**config.mk**
```make
export PLATFORM = sky130hd
export DESIGN_NAME = ccd_timing_gen
export DESIGN_NICKNAME = d
export VERILOG_FILES = /design/src/rtl/ccd_pkg.sv /design/src/rtl/ccd_fm_gen.sv /design/src/rtl/ccd_gate_seq.sv /design/src/rtl/ccd_integ_timer.sv /design/src/rtl/ccd_pixel_ctr.sv /design/src/rtl/ccd_timing_gen.sv
export SDC_FILE = /design/constraint.sdc
export NUM_CORES = 1
export LEC_CHECK = 0
export ABC_AREA = 1
export BUFFER_PORTS_ARGS = -buffer_cell sky130_fd_sc_hd__buf_2
export CAP_MARGIN = 20
export CORE_MARGIN = 1.5
export CORE_UTILIZATION = 42
export CTS_BUF_LIST = sky130_fd_sc_hd__clkbuf_16
export DETAILED_ROUTE_END_ITERATION = 7
export GPL_TIMING_DRIVEN = 0
export PLACE_DENSITY_LB_ADDON = 0.2
export SYNTH_ARGS = -nofsm -noshare
export SYNTH_HDL_FRONTEND = slang
export SYNTH_SLANG_ARGS = --single-unit
```
**constraint.sdc**
```tcl
create_clock -name clk -period 2 [get_ports clk]
set_clock_uncertainty 0.05 [all_clocks]
set_input_delay 0.5 -clock clk [delete_from_list [all_inputs] [get_ports clk]]
set_output_delay 0.5 -clock clk [all_outputs]
set_load 0.005 [all_outputs]
```
**src/rtl/ccd_pkg.sv**
```systemverilog
package ccd_pkg;

    typedef enum logic [2:0] {
        SEQ_IDLE,
        SEQ_LEAD,
        SEQ_SH_HIGH,
        SEQ_TAIL,
        SEQ_READ
    } seq_state_t;

    typedef struct packed {
        logic fm;
        logic icg;
        logic sh;
    } sensor_pins_t;

    function automatic int ns_to_cyc(input int ns, input int mhz);
        int c;
        c = (ns * mhz + 999) / 1000;
        return (c < 1) ? 1 : c;
    endfunction

    function automatic int max3(input int a, input int b, input int c);
        int m;
        m = (a > b) ? a : b;
        return (m > c) ? m : c;
    endfunction

endpackage

```
**src/rtl/ccd_fm_gen.sv**
```systemverilog
module ccd_fm_gen #(
    parameter int HALF_CYC = 4
) (
    input  logic clk,
    input  logic rst,
    output logic fm_o,
    output logic rise_tick_o
);
    localparam int HC_W = $clog2(HALF_CYC + 1);

    logic [HC_W-1:0] half_cnt_q;
    logic            fm_q;
    logic            wrap;

    assign wrap        = (half_cnt_q == HC_W'(HALF_CYC - 1));
    assign rise_tick_o = wrap && !fm_q;
    assign fm_o        = fm_q;

    always_ff @(posedge clk) begin
        if (rst) begin
            half_cnt_q <= '0;
            fm_q       <= 1'b0;
        end else if (wrap) begin
            half_cnt_q <= '0;
            fm_q       <= ~fm_q;
        end else begin
            half_cnt_q <= half_cnt_q + 1'b1;
        end
    end


    rise_tick_chk: assert property (@(posedge clk) disable iff (rst)
        rise_tick_o |=> $rose(fm_q));

endmodule

```
**src/rtl/ccd_gate_seq.sv**
```systemverilog
module ccd_gate_seq
    import ccd_pkg::*;
#(
    parameter int LEAD_CYC = 10,
    parameter int SH_CYC   = 15,
    parameter int TAIL_CYC = 12
) (
    input  logic clk,
    input  logic rst,
    input  logic start_i,
    input  logic met_i,
    input  logic rise_tick_i,
    input  logic frame_done_i,
    output logic icg_o,
    output logic sh_o,
    output logic go_o,
    output logic sh_fall_o
);
    localparam int CNT_W = $clog2(max3(LEAD_CYC, SH_CYC, TAIL_CYC) + 1);
    localparam int GAP_W = $clog2(LEAD_CYC + SH_CYC + TAIL_CYC + 2) + 1;

    seq_state_t       state_q;
    logic [CNT_W-1:0] cnt_q;
    logic             icg_q, sh_q;
    logic             cnt_zero;

    assign cnt_zero  = (cnt_q == '0);
    assign go_o      = (state_q == SEQ_TAIL) && cnt_zero && rise_tick_i;
    assign sh_fall_o = (state_q == SEQ_SH_HIGH) && cnt_zero;
    assign icg_o     = icg_q;
    assign sh_o      = sh_q;

    always_ff @(posedge clk) begin
        if (rst) begin
            state_q <= SEQ_IDLE;
            cnt_q   <= '0;
            icg_q   <= 1'b1;
            sh_q    <= 1'b0;
        end else begin
            case (state_q)
                SEQ_IDLE: if (start_i && met_i) begin
                    state_q <= SEQ_LEAD;
                    icg_q   <= 1'b0;
                    cnt_q   <= CNT_W'(LEAD_CYC - 1);
                end
                SEQ_LEAD: if (cnt_zero) begin
                    state_q <= SEQ_SH_HIGH;
                    sh_q    <= 1'b1;
                    cnt_q   <= CNT_W'(SH_CYC - 1);
                end else begin
                    cnt_q <= cnt_q - 1'b1;
                end
                SEQ_SH_HIGH: if (cnt_zero) begin
                    state_q <= SEQ_TAIL;
                    sh_q    <= 1'b0;
                    cnt_q   <= CNT_W'(TAIL_CYC - 1);
                end else begin
                    cnt_q <= cnt_q - 1'b1;
                end
                SEQ_TAIL: if (!cnt_zero) begin
                    cnt_q <= cnt_q - 1'b1;
                end else if (rise_tick_i) begin
                    state_q <= SEQ_READ;
                    icg_q   <= 1'b1;
                end
                SEQ_READ: if (frame_done_i) state_q <= SEQ_IDLE;
                default: state_q <= SEQ_IDLE;
            endcase
        end
    end

    // Edge-spacing monitor: cycles since the last change on either gate.
    logic             icg_d1, sh_d1;
    logic [GAP_W-1:0] gap_q;

    always_ff @(posedge clk) begin
        if (rst) begin
            icg_d1 <= 1'b1;
            sh_d1  <= 1'b0;
            gap_q  <= '0;
        end else begin
            icg_d1 <= icg_q;
            sh_d1  <= sh_q;
            if ((icg_q != icg_d1) || (sh_q != sh_d1)) gap_q <= GAP_W'(1);
            else if (!(&gap_q))                       gap_q <= gap_q + 1'b1;
        end
    end


    lead_gap_chk: assert property (@(posedge clk) disable iff (rst)
        $rose(sh_q) |-> (gap_q == GAP_W'(LEAD_CYC)) && !icg_q);


    sh_width_chk: assert property (@(posedge clk) disable iff (rst)
        $fell(sh_q) |-> (gap_q == GAP_W'(SH_CYC)) && !icg_q);


    tail_gap_chk: assert property (@(posedge clk) disable iff (rst)
        $rose(icg_q) |-> (gap_q >= GAP_W'(TAIL_CYC)) && !sh_q);


    start_gate_chk: assert property (@(posedge clk) disable iff (rst)
        $fell(icg_q) |-> $past(start_i && met_i));

endmodule

```
**src/rtl/ccd_integ_timer.sv**
```systemverilog
module ccd_integ_timer #(
    parameter int TIME_W = 32
) (
    input  logic              clk,
    input  logic              rst,
    input  logic              sh_fall_i,
    input  logic [TIME_W-1:0] min_int_i,
    output logic              met_o,
    output logic [TIME_W-1:0] stamp_o
);
    logic [TIME_W-1:0] tick_q, elapsed_q, stamp_q;

    assign met_o   = (elapsed_q >= min_int_i);
    assign stamp_o = stamp_q;

    always_ff @(posedge clk) begin
        if (rst) begin
            tick_q    <= '0;
            elapsed_q <= '1;
            stamp_q   <= '0;
        end else begin
            tick_q <= tick_q + 1'b1;
            if (sh_fall_i) begin
                elapsed_q <= '0;
                stamp_q   <= tick_q + 1'b1;
            end else if (!(&elapsed_q)) begin
                elapsed_q <= elapsed_q + 1'b1;
            end
        end
    end


    stamp_chk: assert property (@(posedge clk) disable iff (rst)
        sh_fall_i |=> (stamp_q == tick_q) && (elapsed_q == '0));

endmodule

```
**src/rtl/ccd_pixel_ctr.sv**
```systemverilog
module ccd_pixel_ctr #(
    parameter int N_PIX = 13,
    parameter int PIX_W = 4
) (
    input  logic             clk,
    input  logic             rst,
    input  logic             go_i,
    input  logic             rise_tick_i,
    input  logic             fm_i,
    output logic             strobe_o,
    output logic [PIX_W-1:0] idx_o,
    output logic             frame_start_o,
    output logic             frame_done_o
);
    localparam logic [PIX_W-1:0] LAST = PIX_W'(N_PIX - 1);

    logic             active_q, skip_q, strobe_q, fstart_q, done_q;
    logic [PIX_W-1:0] idx_q;

    assign strobe_o      = strobe_q;
    assign idx_o         = idx_q;
    assign frame_start_o = fstart_q;
    assign frame_done_o  = done_q;

    always_ff @(posedge clk) begin
        if (rst) begin
            active_q <= 1'b0;
            skip_q   <= 1'b0;
            strobe_q <= 1'b0;
            fstart_q <= 1'b0;
            done_q   <= 1'b0;
            idx_q    <= '0;
        end else begin
            strobe_q <= 1'b0;
            fstart_q <= 1'b0;
            done_q   <= 1'b0;
            if (go_i) begin
                active_q <= 1'b1;
                skip_q   <= 1'b1;
                strobe_q <= 1'b1;
                fstart_q <= 1'b1;
                idx_q    <= '0;
            end else if (active_q && strobe_q && (idx_q == LAST)) begin
                active_q <= 1'b0;
                done_q   <= 1'b1;
            end else if (active_q && rise_tick_i) begin
                if (skip_q) begin
                    skip_q <= 1'b0;
                end else begin
                    skip_q   <= 1'b1;
                    strobe_q <= 1'b1;
                    idx_q    <= idx_q + 1'b1;
                end
            end
        end
    end


    strobe_edge_chk: assert property (@(posedge clk) disable iff (rst)
        strobe_q |-> $rose(fm_i));


    idx_range_chk: assert property (@(posedge clk) disable iff (rst)
        idx_q <= LAST);


    fstart_chk: assert property (@(posedge clk) disable iff (rst)
        fstart_q |-> strobe_q && (idx_q == '0));


    done_chk: assert property (@(posedge clk) disable iff (rst)
        done_q |-> $past(strobe_q) && ($past(idx_q) == LAST));

endmodule

```
**src/rtl/ccd_timing_gen.sv**
```systemverilog
module ccd_timing_gen
    import ccd_pkg::*;
#(
    parameter int SYS_CLK_MHZ = 250,
    parameter int FM_HALF_NS  = 500,
    parameter int LEAD_NS     = 500,
    parameter int SH_HIGH_NS  = 1200,
    parameter int TAIL_NS     = 5000,
    parameter int N_LEAD      = 32,
    parameter int N_IMAGE     = 1500,
    parameter int N_TRAIL     = 14,
    parameter int TIME_W      = 32,
    parameter bit INVERT      = 1'b0
) (
    input  logic                                          clk,
    input  logic                                          rst,
    input  logic                                          start_i,
    input  logic [TIME_W-1:0]                             min_int_i,
    output logic                                          fm_o,
    output logic                                          icg_o,
    output logic                                          sh_o,
    output logic                                          strobe_o,
    output logic [$clog2(N_LEAD+N_IMAGE+N_TRAIL)-1:0]     pix_idx_o,
    output logic                                          frame_start_o,
    output logic                                          frame_done_o,
    output logic [TIME_W-1:0]                             integ_stamp_o
);
    localparam int HALF_CYC = ns_to_cyc(FM_HALF_NS, SYS_CLK_MHZ);
    localparam int LEAD_CYC = ns_to_cyc(LEAD_NS, SYS_CLK_MHZ);
    localparam int SH_CYC   = ns_to_cyc(SH_HIGH_NS, SYS_CLK_MHZ);
    localparam int TAIL_CYC = ns_to_cyc(TAIL_NS, SYS_CLK_MHZ);
    localparam int N_PIX    = N_LEAD + N_IMAGE + N_TRAIL;
    localparam int PIX_W    = $clog2(N_PIX);

    logic         fm, rise_tick, met, go, sh_fall, done;
    sensor_pins_t pins_log, pins_drv;

    ccd_fm_gen #(.HALF_CYC(HALF_CYC)) u_fm (
        .clk(clk), .rst(rst), .fm_o(fm), .rise_tick_o(rise_tick)
    );

    ccd_integ_timer #(.TIME_W(TIME_W)) u_timer (
        .clk(clk), .rst(rst), .sh_fall_i(sh_fall), .min_int_i(min_int_i),
        .met_o(met), .stamp_o(integ_stamp_o)
    );

    ccd_gate_seq #(.LEAD_CYC(LEAD_CYC), .SH_CYC(SH_CYC), .TAIL_CYC(TAIL_CYC)) u_seq (
        .clk(clk), .rst(rst), .start_i(start_i), .met_i(met),
        .rise_tick_i(rise_tick), .frame_done_i(done),
        .icg_o(pins_log.icg), .sh_o(pins_log.sh), .go_o(go), .sh_fall_o(sh_fall)
    );

    ccd_pixel_ctr #(.N_PIX(N_PIX), .PIX_W(PIX_W)) u_pix (
        .clk(clk), .rst(rst), .go_i(go), .rise_tick_i(rise_tick), .fm_i(fm),
        .strobe_o(strobe_o), .idx_o(pix_idx_o),
        .frame_start_o(frame_start_o), .frame_done_o(done)
    );

    assign pins_log.fm  = fm;
    assign frame_done_o = done;

    generate
        if (INVERT) begin : g_inv
            assign pins_drv = ~pins_log;
        end else begin : g_direct
            assign pins_drv = pins_log;
        end
    endgenerate

    assign fm_o  = pins_drv.fm;
    assign icg_o = pins_drv.icg;
    assign sh_o  = pins_drv.sh;


    icg_align_chk: assert property (@(posedge clk) disable iff (rst)
        $rose(pins_log.icg) |-> $rose(fm) && frame_start_o);

endmodule

```
==> results.sh <==
export IMPL_fin_crit_sh_pct=103
export IMPL_cts_hold_buf=0
export IMPL_clk_path_buf_depth=2
export IMPL_grt_start_max_net_pins=17
export IMPL_ys_ff_latch=136
export IMPL_antenna_found_initial=0
export IMPL_min_period_ps=2060
export IMPL_dp_final_hpwl_um=14300
export IMPL_synth_edf_count=0
export IMPL_grt_pass1_vias=6516
export IMPL_yosysSeqAreaShare_pct=36.3
export IMPL_cp_slowest_cell="dfxtp_4"
export IMPL_grt_pass1_wl_um=32000
export IMPL_port_buffers=82
export IMPL_dr_total_vias=7097
export IMPL_start_kind="flop"
export IMPL_violations="negative setup slack"
export IMPL_critPathKind="flop to flop"
export IMPL_ff2ff_path_depth=16
export IMPL_synth_area_leaders="dfxtp_1, nand2_1, nor2_1, inv_1, ha_1"
export IMPL_fmax_ghz=0.486
export IMPL_cp_arrival_ps=2320
export IMPL_n_antenna_cell=0
export IMPL_cts_tree="done"
export IMPL_worstPathCellList="clkinv_4, ha_4, nand2_2, nor2_1, nand2_1, nor2_2, nor2_2, nand2_2, nand2_2, nand2_2, nand2_4, nand2_4, nand2_4, buf_6, o21ai_1, nor2_1"
export IMPL_p_per_area_nw_per_um2=1130
export IMPL_syn_inst=1036
export IMPL_gp_congestion=0.956
export IMPL_r2r_start="u_timer.elapsed_q[0]"
export IMPL_drt_wl_total_um=20100
export IMPL_tightestPinTransition_ps=646
export IMPL_synth_nets=1110
export IMPL_p_leak_nw=4.50
export IMPL_drt_iter0_drc=354
export IMPL_die_height_um=137
export IMPL_root_buffer="clkbuf_16"
export IMPL_hold_path_startpoint="rst"
export IMPL_fin_setup_tns_ps=-323
export IMPL_fill_cells=1605
export IMPL_cpMostUsedCell="nand2_2"
export IMPL_avgSynthCellArea_um2=7.25
export IMPL_final_common_cell="nand2_1"
export IMPL_cp_max_fo=10
export IMPL_hold_depth=2
export IMPL_viasPerCell=5.00
export IMPL_r2r_end="u_seq.cnt_q[8]"
export IMPL_die_area_um2=18700
export IMPL_rows=48
export IMPL_synth_distinct_cells=44
export IMPL_io_pins=84
export IMPL_dpl_cell_area_um2=8200
export IMPL_r2r_slack_ps=-60
export IMPL_final_nets=1255
export IMPL_grt_usage_pct=21.9
export IMPL_irDropWorstVdd_mv=0.703
export IMPL_start_util_pct=43.3
export IMPL_coreArea_um2=17400
export IMPL_drive_gt1_share_pct=31.5
export IMPL_firstDrtPassIters=5
export IMPL_ant_nets=0
export IMPL_yosys_area_top_type_share_pct=36.3
export IMPL_clkLatencyLatePin_ps=430
export IMPL_yosys_warnings=0
export IMPL_clock_sinks=136
export IMPL_grt_ovfl_total=0
export IMPL_numCtsBuffers=17
export IMPL_syn_cell_area_um2=7510
export IMPL_cp_data_required_time_ps=2260
export IMPL_holdPathEnd="u_timer.tick_q[2]"
export IMPL_setup_viol=11
export IMPL_synth_top_area_cell="dfxtp_1"
export IMPL_final_cell_mix="nand2_1, inv_1, nor2_1, dfxtp_1, buf_2"
export IMPL_worstHoldPathType="input pin to flop"
export IMPL_cap_violations=0
export IMPL_final_area_um2=9910
export IMPL_async_flop_share_pct=0
export IMPL_area_growth_pct=32.0
export IMPL_status="finished with violations"
export IMPL_hold_viol_final=0
export IMPL_slowest_delay_ps=380
export IMPL_cts_clk_slew_worst_paths_ps=60
export IMPL_endpoint_kind="flop"
export IMPL_routedWlPerCell_um=14.1
export IMPL_die_x_um=137
export IMPL_drc=0
export IMPL_dominantRegCellSynth="dfxtp_1"
export IMPL_slew_violations=0
export IMPL_relSlewSlack_pct=56.9
export IMPL_fin_ws_ps=-57.0
export IMPL_htreeDepth=4
export IMPL_rsz0062_at_grt="true"
## per-stage QoR
stage / utilization [%] / instances / setup WS, ps / total power, mW / hold WS [ps]
detailed placement: 47.3 / 1343 / -524 / 6.93 / 388
floorplan: - / 1036 / 1.13 / 6.06 / 380
global route: 57.1 / 1419 / -158 / 11.9 / 402
CTS: 53.9 / 1400 / -77.6 / 10.7 / 390
finish: 57.1 / 1419 / -57.0 / 11.2 / 399
global placement: 47.3 / 1343 / -508 / 6.90 / 389
## synth_stat cells (11+ instances only)
library cell  count
inv_1           136
nand2_1         217
o21ai_2          20
nand4_1          18
or2_2            11
nor4_1           14
dfxtp_1         136
nand3_1          52
o21ai_0          22
ha_1             39
nor3_1           25
xnor2_1          15
xor2_1           41
a21oi_1          41
nor2_1          146
## logic make-up after synthesis
group / count (synthesis) / share of synthesized area, %
buffers and inverters: 170 / 9.23
AO/OA/AOI/OAI: 114 / 9.80
XOR/XNOR: 56 / 6.53
flip-flops: 136 / 36.3
AND/OR/NAND/NOR: 521 / 31.7
adder cells (fa/ha/maj): 39 / 6.50
## worst max-delay path by stage
stage,slack (ps),endpoint,start,cells past startpoint
after floorplan,1,u_seq.cnt_q[8],min_int_i[15],16
after global placement,-510,u_seq.cnt_q[8],min_int_i[15],17
after detailed placement,-520,u_seq.cnt_q[5],min_int_i[15],17
after CTS,-80,u_seq.cnt_q[5],u_timer.elapsed_q[15],14
after global routing,-160,u_seq.cnt_q[8],u_timer.elapsed_q[0],16
final,-60,u_seq.cnt_q[8],u_timer.elapsed_q[0],16
## final cells by class
| cell class | count | area, um2 | share of cell area (%) |
|---|---|---|---|
| multi-input cells | 731 | 4690 | 47.3 |
| flip-flops and latches | 136 | 2800 | 28.3 |
| repair buffers | 125 | 785 | 7.92 |
| inverters | 147 | 566 | 5.71 |
| clock buffers | 17 | 425 | 4.29 |
| well taps | 225 | 282 | 2.84 |
| clock inverters | 15 | 194 | 1.96 |
| plain buffers | 22 | 160 | 1.62 |
| repair inverters | 1 | 7.51 | 0.0758 |
## critical path, delay by kind of cell (launching register included)
kind                     cells  cell delay (ps)
buffers and inverters        2              220
flip-flops                   1              380
adder cells (fa/ha/maj)      1              260
AND/OR/NAND/NOR             12              930
AO/OA/AOI/OAI                1              130
## repair_timing
action,CTS,global route
endpoints found under the hold margin,0,0
pin swaps,27,46
endpoints found under the setup margin,94,104
gates cloned,5,0
gates resized for setup,95,110
setup buffers,20,20
## flip-flops by register name, indices dropped and copies added, names as in the netlist
signal               count
u_fm.fm_o                1
u_fm.half_cnt_q          7
u_pix.active_q           1
u_pix.frame_done_o       1
u_pix.frame_start_o      1
u_pix.idx_o             11
u_pix.skip_q             1
u_pix.strobe_o           1
u_seq.cnt_q             11
u_seq.icg_o              1
u_seq.sh_o               1
u_seq.state_q            3
u_timer.elapsed_q       32
u_timer.stamp_o         32
u_timer.tick_q          32
## metal layers
layer | vias up | track usage (%) | share of wire [%]
li1 | 3634 | - | -
met3 | 31 | 4.59 | 4.4
met1 | 3268 | 26.8 | 45
met4 | 0 | 5.91 | 1.8
met2 | 164 | 38.7 | 49
met5 | - | 0 | 0
## power breakdown
group	switching (mW)	leakage, nW	internal [mW]
Combinational	2.65	3.10	1.78
Clock	1.31	0.302	1.99
Sequential	0.380	1.10	3.08
(Power assumes the default switching activity.)
